===== src/rtl/ts_filt_pkg.sv =====
`timescale 1ns/1ps
package ts_filt_pkg;
  localparam int unsigned PID_W    = 13;
  localparam int unsigned BIT_BLK  = 13;
  localparam int unsigned BIT_LE   = 14;
  localparam int unsigned BIT_EN   = 15;
  localparam int unsigned BIT_PASS = 16;
  localparam logic [7:0]  SYNC_B   = 8'h47;
  localparam logic [PID_W-1:0] PID_PARK = 13'h1FFF;
endpackage


===== src/rtl/ts_filt_regs.sv =====
`timescale 1ns/1ps
module ts_filt_regs
  import ts_filt_pkg::*;
#(
  parameter int unsigned N_SLOTS = 8,
  parameter int unsigned SLOT_W  = $clog2(N_SLOTS),
  parameter int unsigned ADDR_W  = SLOT_W + 2
) (
  input  logic                            clk_i,
  input  logic                            rst_ni,
  input  logic                            we_i,
  input  logic [ADDR_W-1:0]               addr_i,
  input  logic [31:0]                     wdata_i,
  output logic [31:0]                     rdata_o,
  output logic [N_SLOTS-1:0][PID_W-1:0]   slot_pid_o,
  output logic [N_SLOTS-1:0]              slot_en_o,
  output logic                            blk_o,
  output logic                            le_o,
  output logic                            pass_o
);
  logic [SLOT_W-1:0] sel;
  assign sel = addr_i[ADDR_W-1:2];

  logic unused_bits;
  assign unused_bits = ^{wdata_i[31:17], addr_i[1:0]};

  for (genvar g = 0; g < N_SLOTS; g++) begin : g_slot
    always_ff @(posedge clk_i or negedge rst_ni) begin
      if (!rst_ni) begin
        slot_pid_o[g] <= PID_PARK;
        slot_en_o[g]  <= 1'b0;
      end else if (we_i && sel == SLOT_W'(g)) begin
        slot_pid_o[g] <= wdata_i[PID_W-1:0];
        slot_en_o[g]  <= wdata_i[BIT_EN];
      end
    end
  end

  // global modes live in slot 0
  always_ff @(posedge clk_i or negedge rst_ni) begin
    if (!rst_ni) begin
      blk_o  <= 1'b1;
      le_o   <= 1'b0;
      pass_o <= 1'b0;
    end else if (we_i && sel == '0) begin
      blk_o  <= wdata_i[BIT_BLK];
      le_o   <= wdata_i[BIT_LE];
      pass_o <= wdata_i[BIT_PASS];
    end
  end

  always_comb begin
    rdata_o = '0;
    for (int i = 0; i < N_SLOTS; i++) begin
      if (sel == SLOT_W'(i)) begin
        rdata_o[PID_W-1:0] = slot_pid_o[i];
        rdata_o[BIT_EN]    = slot_en_o[i];
      end
    end
    if (sel == '0) begin
      rdata_o[BIT_BLK]  = blk_o;
      rdata_o[BIT_LE]   = le_o;
      rdata_o[BIT_PASS] = pass_o;
    end
  end
endmodule


===== src/rtl/ts_pid_match.sv =====
`timescale 1ns/1ps
module ts_pid_match
  import ts_filt_pkg::*;
#(
  parameter int unsigned N_SLOTS = 8
) (
  input  logic [PID_W-1:0]              pid_i,
  input  logic [N_SLOTS-1:0][PID_W-1:0] slot_pid_i,
  input  logic [N_SLOTS-1:0]            slot_en_i,
  input  logic                          blk_i,
  input  logic                          pass_i,
  output logic                          keep_o
);
  logic [N_SLOTS-1:0] hit;

  for (genvar g = 0; g < N_SLOTS; g++) begin : g_cmp
    assign hit[g] = slot_en_i[g] && (slot_pid_i[g] == pid_i);
  end

  // suppress beats forward-all, forward-all beats slot hits
  assign keep_o = !blk_i && (pass_i || (|hit));
endmodule


===== src/rtl/ts_pkt_framer.sv =====
`timescale 1ns/1ps
module ts_pkt_framer
  import ts_filt_pkg::*;
#(
  parameter int unsigned PKT_LEN = 188,
  parameter int unsigned IDX_W   = $clog2(PKT_LEN)
) (
  input  logic              clk_i,
  input  logic              rst_ni,
  input  logic              in_valid_i,
  input  logic              in_sop_i,
  input  logic [7:0]        in_data_i,
  input  logic              keep_i,
  input  logic              le_i,
  output logic [PID_W-1:0]  pid_o,
  output logic              dec_o,
  output logic              out_valid_o,
  output logic              out_sop_o,
  output logic              out_eop_o,
  output logic [31:0]       out_data_o
);
  localparam logic [IDX_W-1:0] LAST_IDX = IDX_W'(PKT_LEN - 1);
  localparam logic [IDX_W-1:0] FIRST_W  = IDX_W'(3);

  logic             active_q;
  logic [IDX_W-1:0] idx_q;
  logic             keep_q;
  logic             le_q;
  logic [23:0]      hold_q;   // last three bytes, newest in [7:0]

  assign pid_o = {hold_q[PID_W-9:0], in_data_i};
  assign dec_o = in_valid_i && !in_sop_i && active_q && (idx_q == IDX_W'(2));

  always_ff @(posedge clk_i or negedge rst_ni) begin
    if (!rst_ni) begin
      active_q    <= 1'b0;
      idx_q       <= '0;
      keep_q      <= 1'b0;
      le_q        <= 1'b0;
      hold_q      <= '0;
      out_valid_o <= 1'b0;
      out_sop_o   <= 1'b0;
      out_eop_o   <= 1'b0;
      out_data_o  <= '0;
    end else begin
      out_valid_o <= 1'b0;
      out_sop_o   <= 1'b0;
      out_eop_o   <= 1'b0;
      if (in_valid_i) begin
        if (in_sop_i) begin
          active_q <= (in_data_i == SYNC_B);
          idx_q    <= IDX_W'(1);
          keep_q   <= 1'b0;
          hold_q   <= {hold_q[15:0], in_data_i};
        end else if (active_q) begin
          hold_q <= {hold_q[15:0], in_data_i};
          idx_q  <= idx_q + 1'b1;
          if (dec_o) begin
            keep_q <= keep_i;
            le_q   <= le_i;
          end
          if (idx_q[1:0] == 2'd3 && keep_q) begin
            out_valid_o <= 1'b1;
            out_sop_o   <= (idx_q == FIRST_W);
            out_eop_o   <= (idx_q == LAST_IDX);
            out_data_o  <= le_q ? {in_data_i, hold_q[7:0], hold_q[15:8], hold_q[23:16]}
                                : {hold_q, in_data_i};
          end
          if (idx_q == LAST_IDX) active_q <= 1'b0;
        end
      end
    end
  end
endmodule


===== src/rtl/ts_pid_filter_bank.sv =====
`timescale 1ns/1ps
module ts_pid_filter_bank
  import ts_filt_pkg::*;
#(
  parameter int unsigned N_SLOTS = 8,
  parameter int unsigned PKT_LEN = 188,
  localparam int unsigned SLOT_W = $clog2(N_SLOTS),
  localparam int unsigned ADDR_W = SLOT_W + 2
) (
  input  logic              clk_i,
  input  logic              rst_ni,
  input  logic              reg_we_i,
  input  logic [ADDR_W-1:0] reg_addr_i,
  input  logic [31:0]       reg_wdata_i,
  output logic [31:0]       reg_rdata_o,
  input  logic              in_valid_i,
  input  logic              in_sop_i,
  input  logic [7:0]        in_data_i,
  output logic              out_valid_o,
  output logic              out_sop_o,
  output logic              out_eop_o,
  output logic [31:0]       out_data_o
);
  localparam int unsigned IDX_W = $clog2(PKT_LEN);

  logic [N_SLOTS-1:0][PID_W-1:0] slot_pid;
  logic [N_SLOTS-1:0]            slot_en;
  logic                          cfg_blk, cfg_le, cfg_pass;
  logic [PID_W-1:0]              hdr_pid;
  logic                          dec_stb, keep;

  ts_filt_regs #(.N_SLOTS(N_SLOTS), .SLOT_W(SLOT_W), .ADDR_W(ADDR_W)) regs_i (
    .clk_i, .rst_ni,
    .we_i       (reg_we_i),
    .addr_i     (reg_addr_i),
    .wdata_i    (reg_wdata_i),
    .rdata_o    (reg_rdata_o),
    .slot_pid_o (slot_pid),
    .slot_en_o  (slot_en),
    .blk_o      (cfg_blk),
    .le_o       (cfg_le),
    .pass_o     (cfg_pass)
  );

  ts_pid_match #(.N_SLOTS(N_SLOTS)) match_i (
    .pid_i      (hdr_pid),
    .slot_pid_i (slot_pid),
    .slot_en_i  (slot_en),
    .blk_i      (cfg_blk),
    .pass_i     (cfg_pass),
    .keep_o     (keep)
  );

  ts_pkt_framer #(.PKT_LEN(PKT_LEN), .IDX_W(IDX_W)) framer_i (
    .clk_i, .rst_ni,
    .in_valid_i, .in_sop_i, .in_data_i,
    .keep_i     (keep),
    .le_i       (cfg_le),
    .pid_o      (hdr_pid),
    .dec_o      (dec_stb),
    .out_valid_o, .out_sop_o, .out_eop_o, .out_data_o
  );
endmodule


===== config.mk =====
export PLATFORM = sky130hd
export DESIGN_NAME = ts_pid_filter_bank
export DESIGN_NICKNAME = d
export VERILOG_FILES = /design/src/rtl/ts_filt_pkg.sv /design/src/rtl/ts_filt_regs.sv /design/src/rtl/ts_pid_match.sv /design/src/rtl/ts_pkt_framer.sv /design/src/rtl/ts_pid_filter_bank.sv
export SDC_FILE = /design/constraint.sdc
export NUM_CORES = 1
export LEC_CHECK = 0
export BUFFER_PORTS_ARGS = -buffer_cell sky130_fd_sc_hd__buf_4
export CORE_MARGIN = 1.5
export CORE_UTILIZATION = 59
export CTS_CLUSTER_DIAMETER = 200
export DETAILED_ROUTE_END_ITERATION = 8
export GPL_ROUTABILITY_DRIVEN = 0
export PLACE_DENSITY = 0.84
export SKIP_LAST_GASP = 1
export SLEW_MARGIN = 5
export SYNTH_ARGS = -nofsm -noshare
export SYNTH_HDL_FRONTEND = slang
export SYNTH_SLANG_ARGS = --single-unit

===== constraint.sdc =====
create_clock -name clk_i -period 1.9 [get_ports clk_i]
set_input_delay 0.095 -clock clk_i [delete_from_list [all_inputs] [get_ports clk_i]]
set_output_delay 0.095 -clock clk_i [all_outputs]
set_load 0.05 [all_outputs]

---- Word level (Yosys, flattened, before mapping) ----
Cells that the tools add are included.
cells by class
  bitwise gates (word level) .............. 1
  equal/unequal tests ..................... 20
  reduce and logical (&&, ||, !) cells .... 32
  $add $sub $neg .......................... 1
  muxes and demuxes ....................... 41
operator list
  kind                                                 number
  equality test 13 bit                                 8
  two-way mux 13 bit                                   8
  two-way mux 24 bit                                   2
  two-way mux 32 bit                                   1
  two-way mux 1 bit                                    27
  logical AND 1 bit                                    21
  equality test 8 x 2 -> 1 bit, second input constant  2
  two-way mux 8 bit                                    2
  equality test 3 bit, second input constant           4
  adder 8 x 1 -> 8 bit, second input constant          1
  equality test 8 x 7 -> 1 bit, second input constant  1
  equality test 8 bit, second input constant           1
  AND reduction 4 bit                                  2
  OR reduction 8 bit                                   1
  equality test 3 x 2 -> 1 bit, second input constant  2
  nonzero test 2 bit                                   2
  equality test 3 x 1 -> 1 bit, second input constant  1
  logical NOT 3 bit                                    1
  AND reduction 3 bit                                  1
  equality test 2 bit, second input constant           1
  logical NOT 1 bit                                    2
  two-way mux 2 bit                                    1
  AND reduction 2 bit                                  1
  logical OR 1 bit                                     1
  NOT 1 bit                                            1
word-level totals
  word-level logic and storage cells ...... 123
  register bits ........................... 185

---- Depth between registers and ports, before layout ----
  depth after elaboration ................. 9
  depth in mapped cells ................... 8
  gate-level depth less buffers ........... 6

---- By module ----
A second synthesis with hierarchy kept.
second synthesis, totals
  cell total of the unflattened synthesis .. 730
  area, all modules ....................... 10206.0 sq um
by module, submodules not included
  module         instances  area an instance (sq um)  cells an instance
  ts_filt_regs   1          5446.5                    321
  ts_pkt_framer  1          3452.1                    249
  ts_pid_match   1          1307.5                    160

---- Least setup slack after synthesis ----
OpenSTA, ideal clock, no wires.
  path type ............................... flip-flop to flip-flop
  start ................................... register framer_i.idx_q[4]
  end ..................................... register framer_i.keep_q
  library setup time ...................... 136 ps
  stages on the path, launching flop included .. 6
  period minus slack after synthesis ...... 1489 ps
  data required time ...................... 1764 ps
  slack ................................... 411 ps
  arrival ................................. 1353 ps
  path through ............................ dfrtp_1 -> nor4_2 -> a41o_1 -> a21boi_1 -> nor4_1 -> a31oi_1
between the ends
  longest elaborated chain between the ends .. 4
RTL lines
  element                        line                 text
  from (decl)                    ts_pkt_framer.sv:26  logic [IDX_W-1:0] idx_q;
  from (signal assigned)         ts_pkt_framer.sv:57  idx_q <= idx_q + 1'b1;
  equality test 8 x 2 -> 1 bit   ts_pkt_framer.sv:32  assign dec_o = in_valid_i && !in_sop_i && active_q && (idx_q == IDX_W'(2));
  logical AND 1 bit              ts_pkt_framer.sv:32
  nonzero test 2 bit (no line)   -
  AND reduction 3 bit (no line)  -
  to (signal assigned)           ts_pkt_framer.sv:59  keep_q <= keep_i;
  to (decl)                      ts_pkt_framer.sv:27  logic keep_q;
No other way between the ends.
A chain may end at the register's enable or synchronous reset.

---- Worst setup path in the final report ----
  start ................................... register regs_i.slot_pid_o[16] (netlist bit)
  end ..................................... output port reg_rdata_o[3]
between the ends
  longest elaborated chain between the ends .. 7
RTL lines
  element                            line                      text
  from (decl)                        ts_filt_regs.sv:15        output logic [N_SLOTS-1:0][PID_W-1:0] slot_pid_o,
  from (signal, indexed assignment)  ts_filt_regs.sv:33        slot_pid_o[g] <= wdata_i[PID_W-1:0];
  two-way mux 13 bit (7 in a row)    ts_filt_regs.sv:55        if (sel == SLOT_W'(i)) begin
  to (decl)                          ts_pid_filter_bank.sv:15  output logic [31:0] reg_rdata_o,
No other way between the ends.

==> qor.log <==
qor: cells_and_area.syn2layout_area_growth 16.90%
qor: floorplanning.fp.coreArea 16,060 sq um
qor: cells_and_area.design.final.nets 903
qor: hold_path.worst_hold_path_class primary input to flip-flop
qor: sta.worst-slew-pin-transition 0.5747 ns
qor: setup_path.regToRegSetupSlack 0.17 ns
qor: cts.post-cts-setup-buffers 0
qor: sta.min_clock_period_post_route 1.885 ns
qor: logic_synthesis.synth_top_cells_by_area sky130_fd_sc_hd__dfstp_2, sky130_fd_sc_hd__dfrtp_1, sky130_fd_sc_hd__mux2_2
qor: cts.cts.sink_count 185
qor: route.wl_per_cell 22.06 um
qor: logic_synthesis.ys_dominant_reg_cell sky130_fd_sc_hd__dfstp_2
qor: global_routing.grt_pass1_vias 6,974
qor: global_routing.grt_first_pass_wirelength 38,030 um
qor: logic_synthesis.synth-edff-count 0
qor: cts.cts-htree-levels 4
qor: floorplanning.fp-row-count 46
qor: cells_and_area.ff_latch_area 4761 sq um
qor: place.place_worst_setup_slack 0.04049 ns
qor: logic_synthesis.synth_seq_cells 185
qor: sta.slew_violations 0
qor: setup_path.endpoint_class_of_the_critical_path primary output
qor: cells_and_area.drive_gt1_frac 0.5046
qor: place.port-buffer-count 84
qor: sta.grt_setup_unrepaired no
qor: route.total_via_count_in_the_routed_design 6,566
qor: sta.final.setup_skew 0.01131 ns
qor: pwr.leakagePower 0.004584 uW
qor: logic_synthesis.average_size_of_a_mapped_cell 13.16 sq um
qor: setup_path.path_class flip-flop to primary output
qor: global_routing.grt_max_degree 66
qor: cells_and_area.multiInputGateArea 4679 sq um
qor: setup_path.cp_data_required_time 1.80 ns
qor: route.detail_route.first_pass.iterations 5
qor: floorplanning.dieArea 17,420 sq um
qor: sta.hold_ws 0.07489 ns
qor: logic_synthesis.synth.top_cell.area_share 0.2810
qor: floorplanning.die_width 132.0 um
qor: pwr.cellPowerDensity 1078 nW/um^2
qor: floorplanning.number_of_top_level_pins 117
qor: sta.slew-limit-headroom 0.6169
qor: cts.clock-root-buffer sky130_fd_sc_hd__clkbuf_16
qor: route.finalWirelength 23,820 um
qor: cts.clock_path_buffers 2
qor: cts.clk-insertion-delay-late 0.44 ns
qor: sta.final.period_utilization 0.9921
qor: logic_synthesis.netlist.top_cell.by_area sky130_fd_sc_hd__dfstp_2
qor: cells_and_area.antenna_diode_count 0
qor: floorplanning.initial_core_utilization 0.6113
qor: cts.cts-buffers-inserted 17
qor: logic_synthesis.syn_inst 746
qor: cells_and_area.final_core_utilization 0.7147
qor: pwr.max-vdd-ir-drop 0.7251 mV
qor: setup_path.timing.critical_path.from_type flip-flop
qor: route.vias_per_cell 6.080
qor: logic_synthesis.ys.warnings.count 0
qor: sta.setup_viol 0
qor: cts.clk_pin_slew_worst_paths 0.07 ns
qor: route.detail_route.drc_violations 0
qor: logic_synthesis.ys_async_sr_fraction 1.000
qor: place.dpl_cell_area 10,660 sq um
qor: status.outcome complete, no violations
qor: setup_path.crit_fanout 3
qor: logic_synthesis.yosysSeqAreaShare 0.4850
qor: route.final_antenna_net_count 0
qor: pwr.finalPower 12,370 uW
qor: setup_path.critical_path_arrival 1.79 ns
qor: global_routing.gr-total-overflow 0
qor: route.detail_route.iter0.violations 447
qor: sta.final-hold-violation-count 0
qor: place.detailed_place_hpwl 16,620 um
qor: sta.max_clock_freq 530.5 MHz
qor: flow_run.number_of_maximum_capacitance_violations 0
qor: floorplanning.chipHeight 132.0 um
qor: global_routing.initial_antenna_violation_count 0
qor: logic_synthesis.syn_area 9817 sq um
qor: global_routing.grt_util_all_layers 0.2855
qor: cells_and_area.postLayoutCellArea 11,480 sq um
qor: logic_synthesis.yosys.cell_types.count 47
qor: cells_and_area.filler_cell_count 1,086
qor: sta.post-route-worst-setup-slack 0.01507 ns
qor: cts.tritoncts yes
final timing paths:
kind                                            to               startpoint  depth (start not counted)
max                                 reg_rdata_o[3]    regs_i.slot_pid_o[16]                          3
min                             framer_i.hold_q[5]             in_data_i[5]                          2
max reg2reg                        framer_i.keep_q       framer_i.hold_q[0]                          5
min reg2reg                framer_i.out_data_o[27]  framer_i.out_data_o[27]                          2
max in group asynchronous    regs_i.slot_pid_o[56]                   rst_ni                          3
min in group asynchronous   framer_i.out_data_o[5]                   rst_ni                          2
layer usage:
layer / GRT usage / up-vias / part of all wire
met5: 0 / - / 0
li1: - / 2877 / -
met2: 0.4735 / 278 / 0.50
met1: 0.3546 / 3340 / 0.39
met4: 0.1494 / 0 / 0.047
met3: 0.05805 / 71 / 0.066
cells in the mapped netlist, types with 2 or more instances:
master and count:
sky130_fd_sc_hd__mux2_2 153, sky130_fd_sc_hd__dfstp_2 105, sky130_fd_sc_hd__xnor2_1 100, sky130_fd_sc_hd__dfrtp_1 80, sky130_fd_sc_hd__nand2_1 46, sky130_fd_sc_hd__o21ai_0 46, sky130_fd_sc_hd__buf_2 32, sky130_fd_sc_hd__mux2i_1 32
sky130_fd_sc_hd__nand4_1 27, sky130_fd_sc_hd__buf_4 21, sky130_fd_sc_hd__mux4_2 17, sky130_fd_sc_hd__mux4_1 11, sky130_fd_sc_hd__nor4_1 8, sky130_fd_sc_hd__nor2_1 6, sky130_fd_sc_hd__buf_6 5, sky130_fd_sc_hd__xor2_1 5
sky130_fd_sc_hd__and2_1 4, sky130_fd_sc_hd__inv_1 4, sky130_fd_sc_hd__nand3_1 4, sky130_fd_sc_hd__nand4b_1 4, sky130_fd_sc_hd__a31oi_1 3, sky130_fd_sc_hd__and3_1 3, sky130_fd_sc_hd__clkbuf_1 3, sky130_fd_sc_hd__ha_1 2
sky130_fd_sc_hd__nor3_1 2, sky130_fd_sc_hd__nor3b_4 2
placed cells by master (no fill, tap or decap), types with 20 or more instances in the layout:
cell type	count
sky130_fd_sc_hd__o21ai_0	45
sky130_fd_sc_hd__dlygate4sd3_1	20
sky130_fd_sc_hd__dfrtp_1	80
sky130_fd_sc_hd__dfstp_2	105
sky130_fd_sc_hd__mux2_2	152
sky130_fd_sc_hd__xnor2_1	100
sky130_fd_sc_hd__buf_4	97
sky130_fd_sc_hd__nand2_1	46
sky130_fd_sc_hd__mux2i_1	32
sky130_fd_sc_hd__nand4_1	27
sky130_fd_sc_hd__mux4_2	23
kinds of logic after synthesis:
| kind of cell | after synthesis | synth area share |
|---|---|---|
| multiplexers | 213 | 0.2766 |
| flip-flops | 185 | 0.4850 |
| AND/OR/NAND/NOR | 116 | 0.06742 |
| XOR/XNOR | 105 | 0.09368 |
| buffers and inverters | 67 | 0.04269 |
| AO/OA/AOI/OAI | 57 | 0.03174 |
| adder cells (fa/ha/maj) | 2 | 0.002549 |
| other | 1 | 0.0003820 |
report_power, final:
part | leakage, uW | total, uW | switching (uW) | internal, uW
logic | 0.00215 | 3130 | 1510 | 1620
clock network | 0.000289 | 3540 | 1560 | 1980
registers | 0.00214 | 5690 | 700 | 4990
total | 0.00458 | 12400 | 3770 | 8600
metrics by stage:
stage	TNS [ns]	cells
final	0	1080
after detailed placement	0	1028
after CTS	-0.0003295	1080
after global routing	0	1080
after global placement	0	1028
after floorplan	0	760
repair_timing:
action                     in CTS  in global routing
hold buffers                   20                  0
gates resized for setup         4                 16
setup endpoints to repair       4                 11
hold endpoints to repair      199                  0
critical path, cell delays in order, from the launching register on:
cell                      delay, ns
sky130_fd_sc_hd__dfstp_2       0.38
sky130_fd_sc_hd__mux4_1        0.49
sky130_fd_sc_hd__mux2_2        0.31
sky130_fd_sc_hd__buf_6         0.16
state kept, by name, summed over array words and instances, names as in the netlist, 8 cells and up:
| register | flops |
|---|---|
| regs_i.slot_pid_o | 104 |
| framer_i.out_data_o | 32 |
| framer_i.hold_q | 24 |
| framer_i.idx_q | 8 |
| regs_i.slot_en_o | 8 |
layout make-up:
class	instances	share of cell area
clock buffer	19	0.03860
clock inverter	13	0.01232
inverter	4	0.001308
multi-input combinational	508	0.4078
sequential	185	0.4149
tap	216	0.02355
timing repair buffer	135	0.1016
Power figures use the tool's default switching activity.
